==> src/rtl/dct_pkg.sv <==
`timescale 1ns/1ps
package dct_pkg;
  localparam int ADDR_W  = 3;
  localparam int NUM_CH  = 2;
  localparam int ST_W    = NUM_CH + 1;   // capture flags then overflow
  localparam int CTRL_W  = 10;

  // control field positions
  localparam int RUN_BIT  = 0;
  localparam int BUF_LSB  = 1;
  localparam int EDGE_LSB = 3;
  localparam int IE_LSB   = 7;

  localparam logic [ADDR_W-1:0] ADR_CTRL = 3'd0;
  localparam logic [ADDR_W-1:0] ADR_STAT = 3'd1;
  localparam logic [ADDR_W-1:0] ADR_CNT  = 3'd2;
  localparam logic [ADDR_W-1:0] ADR_CAPA = 3'd3;
  localparam logic [ADDR_W-1:0] ADR_CAPB = 3'd4;
  localparam logic [ADDR_W-1:0] ADR_BUFA = 3'd5;
  localparam logic [ADDR_W-1:0] ADR_BUFB = 3'd6;

  localparam int CAP_BASE = 3;
  localparam int BUF_BASE = 5;

  typedef enum logic [1:0] {
    EDGE_RISE = 2'b00,
    EDGE_FALL = 2'b01,
    EDGE_ANY  = 2'b10
  } edge_e;
endpackage

==> src/rtl/dct_sync_edge.sv <==
`timescale 1ns/1ps
module dct_sync_edge #(
  parameter int STAGES = 2
) (
  input  logic       clk_i,
  input  logic       rst_ni,
  input  logic       pin_i,
  input  logic [1:0] edge_sel_i,
  input  logic       arm_i,
  output logic       hit_o
);
  import dct_pkg::*;

  logic [STAGES-1:0] sync_q;
  logic              prev_q;
  logic              cur, rise, fall, sel;

  always_ff @(posedge clk_i or negedge rst_ni) begin
    if (!rst_ni) begin
      sync_q <= '0;
      prev_q <= 1'b0;
    end else begin
      sync_q <= {sync_q[STAGES-2:0], pin_i};
      prev_q <= sync_q[STAGES-1];
    end
  end

  assign cur  = sync_q[STAGES-1];
  assign rise = cur & ~prev_q;
  assign fall = ~cur & prev_q;

  always_comb begin
    case (edge_sel_i)
      EDGE_RISE: sel = rise;
      EDGE_FALL: sel = fall;
      default:   sel = rise | fall;
    endcase
  end

  // edges seen while stopped are consumed, not deferred
  assign hit_o = arm_i & sel;
endmodule

==> src/rtl/dct_counter.sv <==
`timescale 1ns/1ps
module dct_counter #(
  parameter int W = 16
) (
  input  logic         clk_i,
  input  logic         rst_ni,
  input  logic         run_i,
  input  logic         tick_i,
  input  logic         ld_i,
  input  logic [W-1:0] ld_val_i,
  output logic [W-1:0] count_o,
  output logic         wrap_o
);
  localparam logic [W-1:0] MAX_VAL = {W{1'b1}};

  logic [W-1:0] cnt_q;
  logic         step;

  assign step   = run_i & tick_i & ~ld_i;
  assign wrap_o = step & (cnt_q == MAX_VAL);

  always_ff @(posedge clk_i or negedge rst_ni) begin
    if (!rst_ni)   cnt_q <= '0;
    else if (ld_i) cnt_q <= ld_val_i;
    else if (step) cnt_q <= cnt_q + W'(1);
  end

  assign count_o = cnt_q;
endmodule

==> src/rtl/dct_capture_chan.sv <==
`timescale 1ns/1ps
module dct_capture_chan #(
  parameter int W = 16
) (
  input  logic         clk_i,
  input  logic         rst_ni,
  input  logic         hit_i,
  input  logic         buf_en_i,
  input  logic [W-1:0] count_i,
  input  logic         cap_we_i,
  input  logic         buf_we_i,
  input  logic [W-1:0] wdata_i,
  output logic [W-1:0] cap_o,
  output logic [W-1:0] buf_o
);
  logic [W-1:0] cap_q, buf_q;

  // capture has priority over register writes
  always_ff @(posedge clk_i or negedge rst_ni) begin
    if (!rst_ni)       cap_q <= '0;
    else if (hit_i)    cap_q <= count_i;
    else if (cap_we_i) cap_q <= wdata_i;
  end

  always_ff @(posedge clk_i or negedge rst_ni) begin
    if (!rst_ni)                 buf_q <= '0;
    else if (hit_i && buf_en_i)  buf_q <= cap_q;
    else if (buf_we_i && !hit_i) buf_q <= wdata_i;
  end

  assign cap_o = cap_q;
  assign buf_o = buf_q;
endmodule

==> src/rtl/dct_status.sv <==
`timescale 1ns/1ps
module dct_status #(
  parameter int N = 3
) (
  input  logic         clk_i,
  input  logic         rst_ni,
  input  logic [N-1:0] set_i,
  input  logic         rd_i,
  input  logic         wr_i,
  input  logic [N-1:0] wdata_i,
  output logic [N-1:0] flags_o
);
  logic [N-1:0] flag_q, arm_q, clr;

  assign clr = wr_i ? (arm_q & ~wdata_i) : '0;

  always_ff @(posedge clk_i or negedge rst_ni) begin
    if (!rst_ni) begin
      flag_q <= '0;
      arm_q  <= '0;
    end else begin
      flag_q <= (flag_q & ~clr) | set_i;
      if (wr_i)      arm_q <= '0;
      else if (rd_i) arm_q <= flag_q;
    end
  end

  assign flags_o = flag_q;
endmodule

==> src/rtl/dual_capture_timer.sv <==
`timescale 1ns/1ps
module dual_capture_timer
  import dct_pkg::*;
#(
  parameter int CNT_W       = 16,
  parameter int SYNC_STAGES = 2
) (
  input  logic              clk_i,
  input  logic              rst_ni,
  input  logic              tick_i,
  input  logic              cap_a_i,
  input  logic              cap_b_i,
  input  logic              reg_we_i,
  input  logic              reg_re_i,
  input  logic [ADDR_W-1:0] reg_addr_i,
  input  logic [CNT_W-1:0]  reg_wdata_i,
  output logic [CNT_W-1:0]  reg_rdata_o,
  output logic              flag_cap_a_o,
  output logic              flag_cap_b_o,
  output logic              flag_ovf_o,
  output logic              irq_o
);
  logic [CTRL_W-1:0] ctrl_q;
  logic [CNT_W-1:0]  count_q;
  logic              wrap;
  logic [NUM_CH-1:0] pins, hit;
  logic [CNT_W-1:0]  cap_q [NUM_CH];
  logic [CNT_W-1:0]  buf_q [NUM_CH];
  logic [ST_W-1:0]   flags, ie;
  logic              run;

  assign run  = ctrl_q[RUN_BIT];
  assign pins = {cap_b_i, cap_a_i};

  always_ff @(posedge clk_i or negedge rst_ni) begin
    if (!rst_ni) ctrl_q <= '0;
    else if (reg_we_i && reg_addr_i == ADR_CTRL) ctrl_q <= reg_wdata_i[CTRL_W-1:0];
  end

  dct_counter #(.W(CNT_W)) u_cnt (
    .clk_i    (clk_i),
    .rst_ni   (rst_ni),
    .run_i    (run),
    .tick_i   (tick_i),
    .ld_i     (reg_we_i && reg_addr_i == ADR_CNT),
    .ld_val_i (reg_wdata_i),
    .count_o  (count_q),
    .wrap_o   (wrap)
  );

  for (genvar ch = 0; ch < NUM_CH; ch++) begin : g_ch
    localparam logic [ADDR_W-1:0] CAP_ADR = ADDR_W'(CAP_BASE + ch);
    localparam logic [ADDR_W-1:0] BUF_ADR = ADDR_W'(BUF_BASE + ch);

    dct_sync_edge #(.STAGES(SYNC_STAGES)) u_edge (
      .clk_i      (clk_i),
      .rst_ni     (rst_ni),
      .pin_i      (pins[ch]),
      .edge_sel_i (ctrl_q[EDGE_LSB+2*ch +: 2]),
      .arm_i      (run),
      .hit_o      (hit[ch])
    );

    dct_capture_chan #(.W(CNT_W)) u_chan (
      .clk_i    (clk_i),
      .rst_ni   (rst_ni),
      .hit_i    (hit[ch]),
      .buf_en_i (ctrl_q[BUF_LSB+ch]),
      .count_i  (count_q),
      .cap_we_i (reg_we_i && reg_addr_i == CAP_ADR),
      .buf_we_i (reg_we_i && reg_addr_i == BUF_ADR),
      .wdata_i  (reg_wdata_i),
      .cap_o    (cap_q[ch]),
      .buf_o    (buf_q[ch])
    );
  end

  dct_status #(.N(ST_W)) u_stat (
    .clk_i   (clk_i),
    .rst_ni  (rst_ni),
    .set_i   ({wrap, hit}),
    .rd_i    (reg_re_i && reg_addr_i == ADR_STAT),
    .wr_i    (reg_we_i && reg_addr_i == ADR_STAT),
    .wdata_i (reg_wdata_i[ST_W-1:0]),
    .flags_o (flags)
  );

  assign ie    = ctrl_q[IE_LSB +: ST_W];
  assign irq_o = |(flags & ie);

  assign flag_cap_a_o = flags[0];
  assign flag_cap_b_o = flags[1];
  assign flag_ovf_o   = flags[NUM_CH];

  always_comb begin
    reg_rdata_o = '0;
    case (reg_addr_i)
      ADR_CTRL: reg_rdata_o[CTRL_W-1:0] = ctrl_q;
      ADR_STAT: reg_rdata_o[ST_W-1:0]   = flags;
      ADR_CNT:  reg_rdata_o = count_q;
      ADR_CAPA: reg_rdata_o = cap_q[0];
      ADR_CAPB: reg_rdata_o = cap_q[1];
      ADR_BUFA: reg_rdata_o = buf_q[0];
      ADR_BUFB: reg_rdata_o = buf_q[1];
      default:  reg_rdata_o = '0;
    endcase
  end
endmodule

==> config.mk <==
export PLATFORM = sky130hd
export DESIGN_NAME = dual_capture_timer
export DESIGN_NICKNAME = d
export VERILOG_FILES = /design/src/rtl/dct_pkg.sv /design/src/rtl/dct_sync_edge.sv /design/src/rtl/dct_counter.sv /design/src/rtl/dct_capture_chan.sv /design/src/rtl/dct_status.sv /design/src/rtl/dual_capture_timer.sv
export SDC_FILE = /design/constraint.sdc
export NUM_CORES = 1
export LEC_CHECK = 0
export CAP_MARGIN = 5
export CORE_ASPECT_RATIO = 1.4
export CORE_MARGIN = 10
export CORE_UTILIZATION = 60
export DETAILED_ROUTE_END_ITERATION = 10
export GPL_TIMING_DRIVEN = 0
export PLACE_DENSITY = 0.86
export SKIP_LAST_GASP = 1
export SLEW_MARGIN = 15
export SYNTH_ARGS = -nofsm -noshare
export SYNTH_HDL_FRONTEND = slang
export SYNTH_SLANG_ARGS = --single-unit
==> constraint.sdc <==
create_clock -name clk_i -period 3.09 [get_ports clk_i]
set_input_delay 0.309 -clock clk_i [delete_from_list [all_inputs] [get_ports clk_i]]
set_output_delay 0.309 -clock clk_i [all_outputs]
set_load 0.03 [all_outputs]
==> metrics <==
Static Leakage=2.85 nW; Syn Area/Cell=10.1 um2; Vias=5209; drt wl/cell=24.7 um; yosys warns=0; ant diodes=0; outcome=complete, no violations; fill count=679; Max-Cap Viols=0; DRT antenna net count=0; HP Class=input port to flop; vias in the first global route=5213; final hold vios=0; sequential-to-total area share from yosys stat=0.442; register bit total from synthesis=102; Die X=103 um; Die ar.=14000 um2; critical path launch point type=input port; root buf cell=clkbuf_16; Routed WL=18400 um; largest net degree at the start of global routing=75; DRC Markers=0; final core occ=0.714; f_max=0.332 GHz; ys async rst share=1.00; pre-CTS setup slack=-0.368 ns; Tmin final=3.01 ns; DRT Pass-1 Iters=5; GP Congestion=0.995; most common cell after layout, fill and taps aside=dfrtp_1; clock slew at reported path FFs=0.07 ns; critical path, cell by cell=clkdlybuf4s50_1, buf_4, clkinvlp_4, nor2_4, buf_4, a221oi_1, nor2_1, clkdlybuf4s50_1; I/O Buffers=43; Setup WS post-layout=0.0786 ns; Sequential Area=2550 um2; Mapped Area=5770 um2; RSZ-0062 raised after global routing=no; max-slew violation count=0; Worst Path Required=2.78 ns; crit-path max cell delay=0.70 ns; row cnt=42; nets@finish=662; Top Ports=46; critical path's top delay family=buffers and inverters; CTS tree=done; most frequent cells in the layout=102 x dfrtp_1, 71 x o21ai_0, 58 x nand2_1, 46 x nor2_1, 38 x mux2i_1; CTS sink count=102; Clock Skew=0.00636 ns; CTS Buf Count=9; headroom to the max-slew limit=0.234; Multi-input gate area=2960 um2; Setup violations, final=0; initial DRC count=493; pwr/cell area=793 nW/um2; Vias/cell=6.98; share of layout cells above drive strength 1=0.164; core footprint=9410 um2; Syn Nets=605; final setup TNS=0 ns; worst slew pin tran=1.14 ns; H-tree depth=3; CP max stage cell=clkdlybuf4s50_1; instance count of the mapped netlist=574; die height=136 um; Synth Flop Type=dfrtp_1; Starting Density=0.613; CTS max path bufs=2; clock latency on the worst-skew pair=0.35 ns; Final HPWL DP=13300 um; Pwr Total=5.32 mW; Crit Path Max Fanout=10; EDFF count, synth=0; Arrival @ worst endpoint=2.70 ns; count of different cell masters after synthesis=59; Area Overhead vs Synth=16.4%; first-pass GRT wire length=28700 um; Worst VDD drop=0.479 mV; total gr overflow=0; All-Layer GR Usage=0.269; initial antenna violation count=0; WP buf/inv=5; Tcrit/Tclk final=0.975; Setup Crit Path Kind=input port to primary output; Crit. End Element=primary output
==> timing repair <==
| item | CTS | global route |
|---|---|---|
| hold buffers | 1 | 0 |
| resized for setup | 10 | 5 |
| gates cloned | 0 | 0 |
| pin swaps | 1 | 0 |
| buffers inserted | 1 | 0 |
| endpoints found under the setup margin | 15 | 8 |
| endpoints found under the hold margin | 28 | 0 |
==> registers in the layout (all words and copies together) (netlist names) <==
register,flops
g_ch.u_chan.buf_o,32
g_ch.u_chan.cap_o,32
u_cnt.count_o,16
ctrl_q,10
g_ch.u_edge.sync_q,4
u_stat.arm_q,3
u_stat.flags_o,3
g_ch.u_edge.prev_q,2
==> stage by stage <==
stage               cell area, um2  instances  hold WS [ns]
floorplan                     5770        574        0.0134
global placement              6340        727         0.336
detailed placement            6370        728         0.199
CTS                           6700        746         0.262
global route                  6720        746         0.290
finish                        6720        746         0.273
==> worst paths after layout <==
check | end | start | depth (start not counted) | slack, ns
max | reg_rdata_o[15] | reg_addr_i[2] | 8 | 0.08
min | u_stat.arm_q[2] | reg_we_i | 2 | 0.27
max reg2reg | g_ch[1].u_chan.buf_o[15] | g_ch[1].u_edge.prev_q | 7 | 0.79
min reg2reg | g_ch[0].u_edge.sync_q[1] | g_ch[0].u_edge.sync_q[0] | 0 | 0.35
max in group asynchronous | g_ch[1].u_chan.buf_o[12] | rst_ni | 3 | 2.03
min in group asynchronous | g_ch[0].u_edge.sync_q[1] | rst_ni | 2 | 0.39
==> synth_stat cells (4+ instances only) <==
cell	instances	area share
mux2_4	16	0.042
buf_2	16	0.014
nor2_1	47	0.031
a22oi_1	6	0.0078
dfrtp_1	102	0.44
buf_6	4	0.0078
nand2_1	58	0.038
mux2_2	26	0.051
a221oi_1	24	0.036
nand2b_1	4	0.0043
a31oi_1	21	0.023
o22ai_1	6	0.0065
inv_1	10	0.0065
nor2b_1	4	0.0043
a21oi_1	4	0.0035
clkbuf_1	14	0.0091
nand3_1	25	0.022
o21ai_0	71	0.062
xnor2_1	10	0.015
nor4_1	4	0.0043
mux2i_1	38	0.066
ha_1	5	0.011
buf_4	6	0.0078
nand4_1	4	0.0043
==> final cells by class <==
class / instances / area share
Inverter: 12 / 0.00727
Buffer: 40 / 0.0335
Multi-Input combinational cell: 420 / 0.440
Tap cell: 110 / 0.0205
Clock buffer: 9 / 0.0335
Sequential cell: 102 / 0.380
Timing Repair Buffer: 46 / 0.0706
Clock inverter: 7 / 0.0142
==> kinds of logic (layout without fill, tap and decap cells) <==
logic type	count (synthesis)	in the layout	share of synthesized area
compound gates	153	153	0.174
buf+inv	52	114	0.0464
fa+ha+maj	5	5	0.0108
mux	83	83	0.171
simple gates	166	166	0.136
flops	102	102	0.442
xor+xnor	13	13	0.0197
==> report_power, final <==
part	switching [mW]	internal, mW
registers	0.487	1.86
clock network	0.543	0.714
logic	0.942	0.775
==> metal layers <==
layer | track usage | wire length (um) | up-vias
li1 | - | - | 2232
met1 | 0.325 | 6700 | 2532
met2 | 0.431 | 8900 | 362
met3 | 0.0493 | 1790 | 83
met4 | 0.167 | 1030 | 0
met5 | 0 | 0 | -
Power figures use the tool's default switching activity.
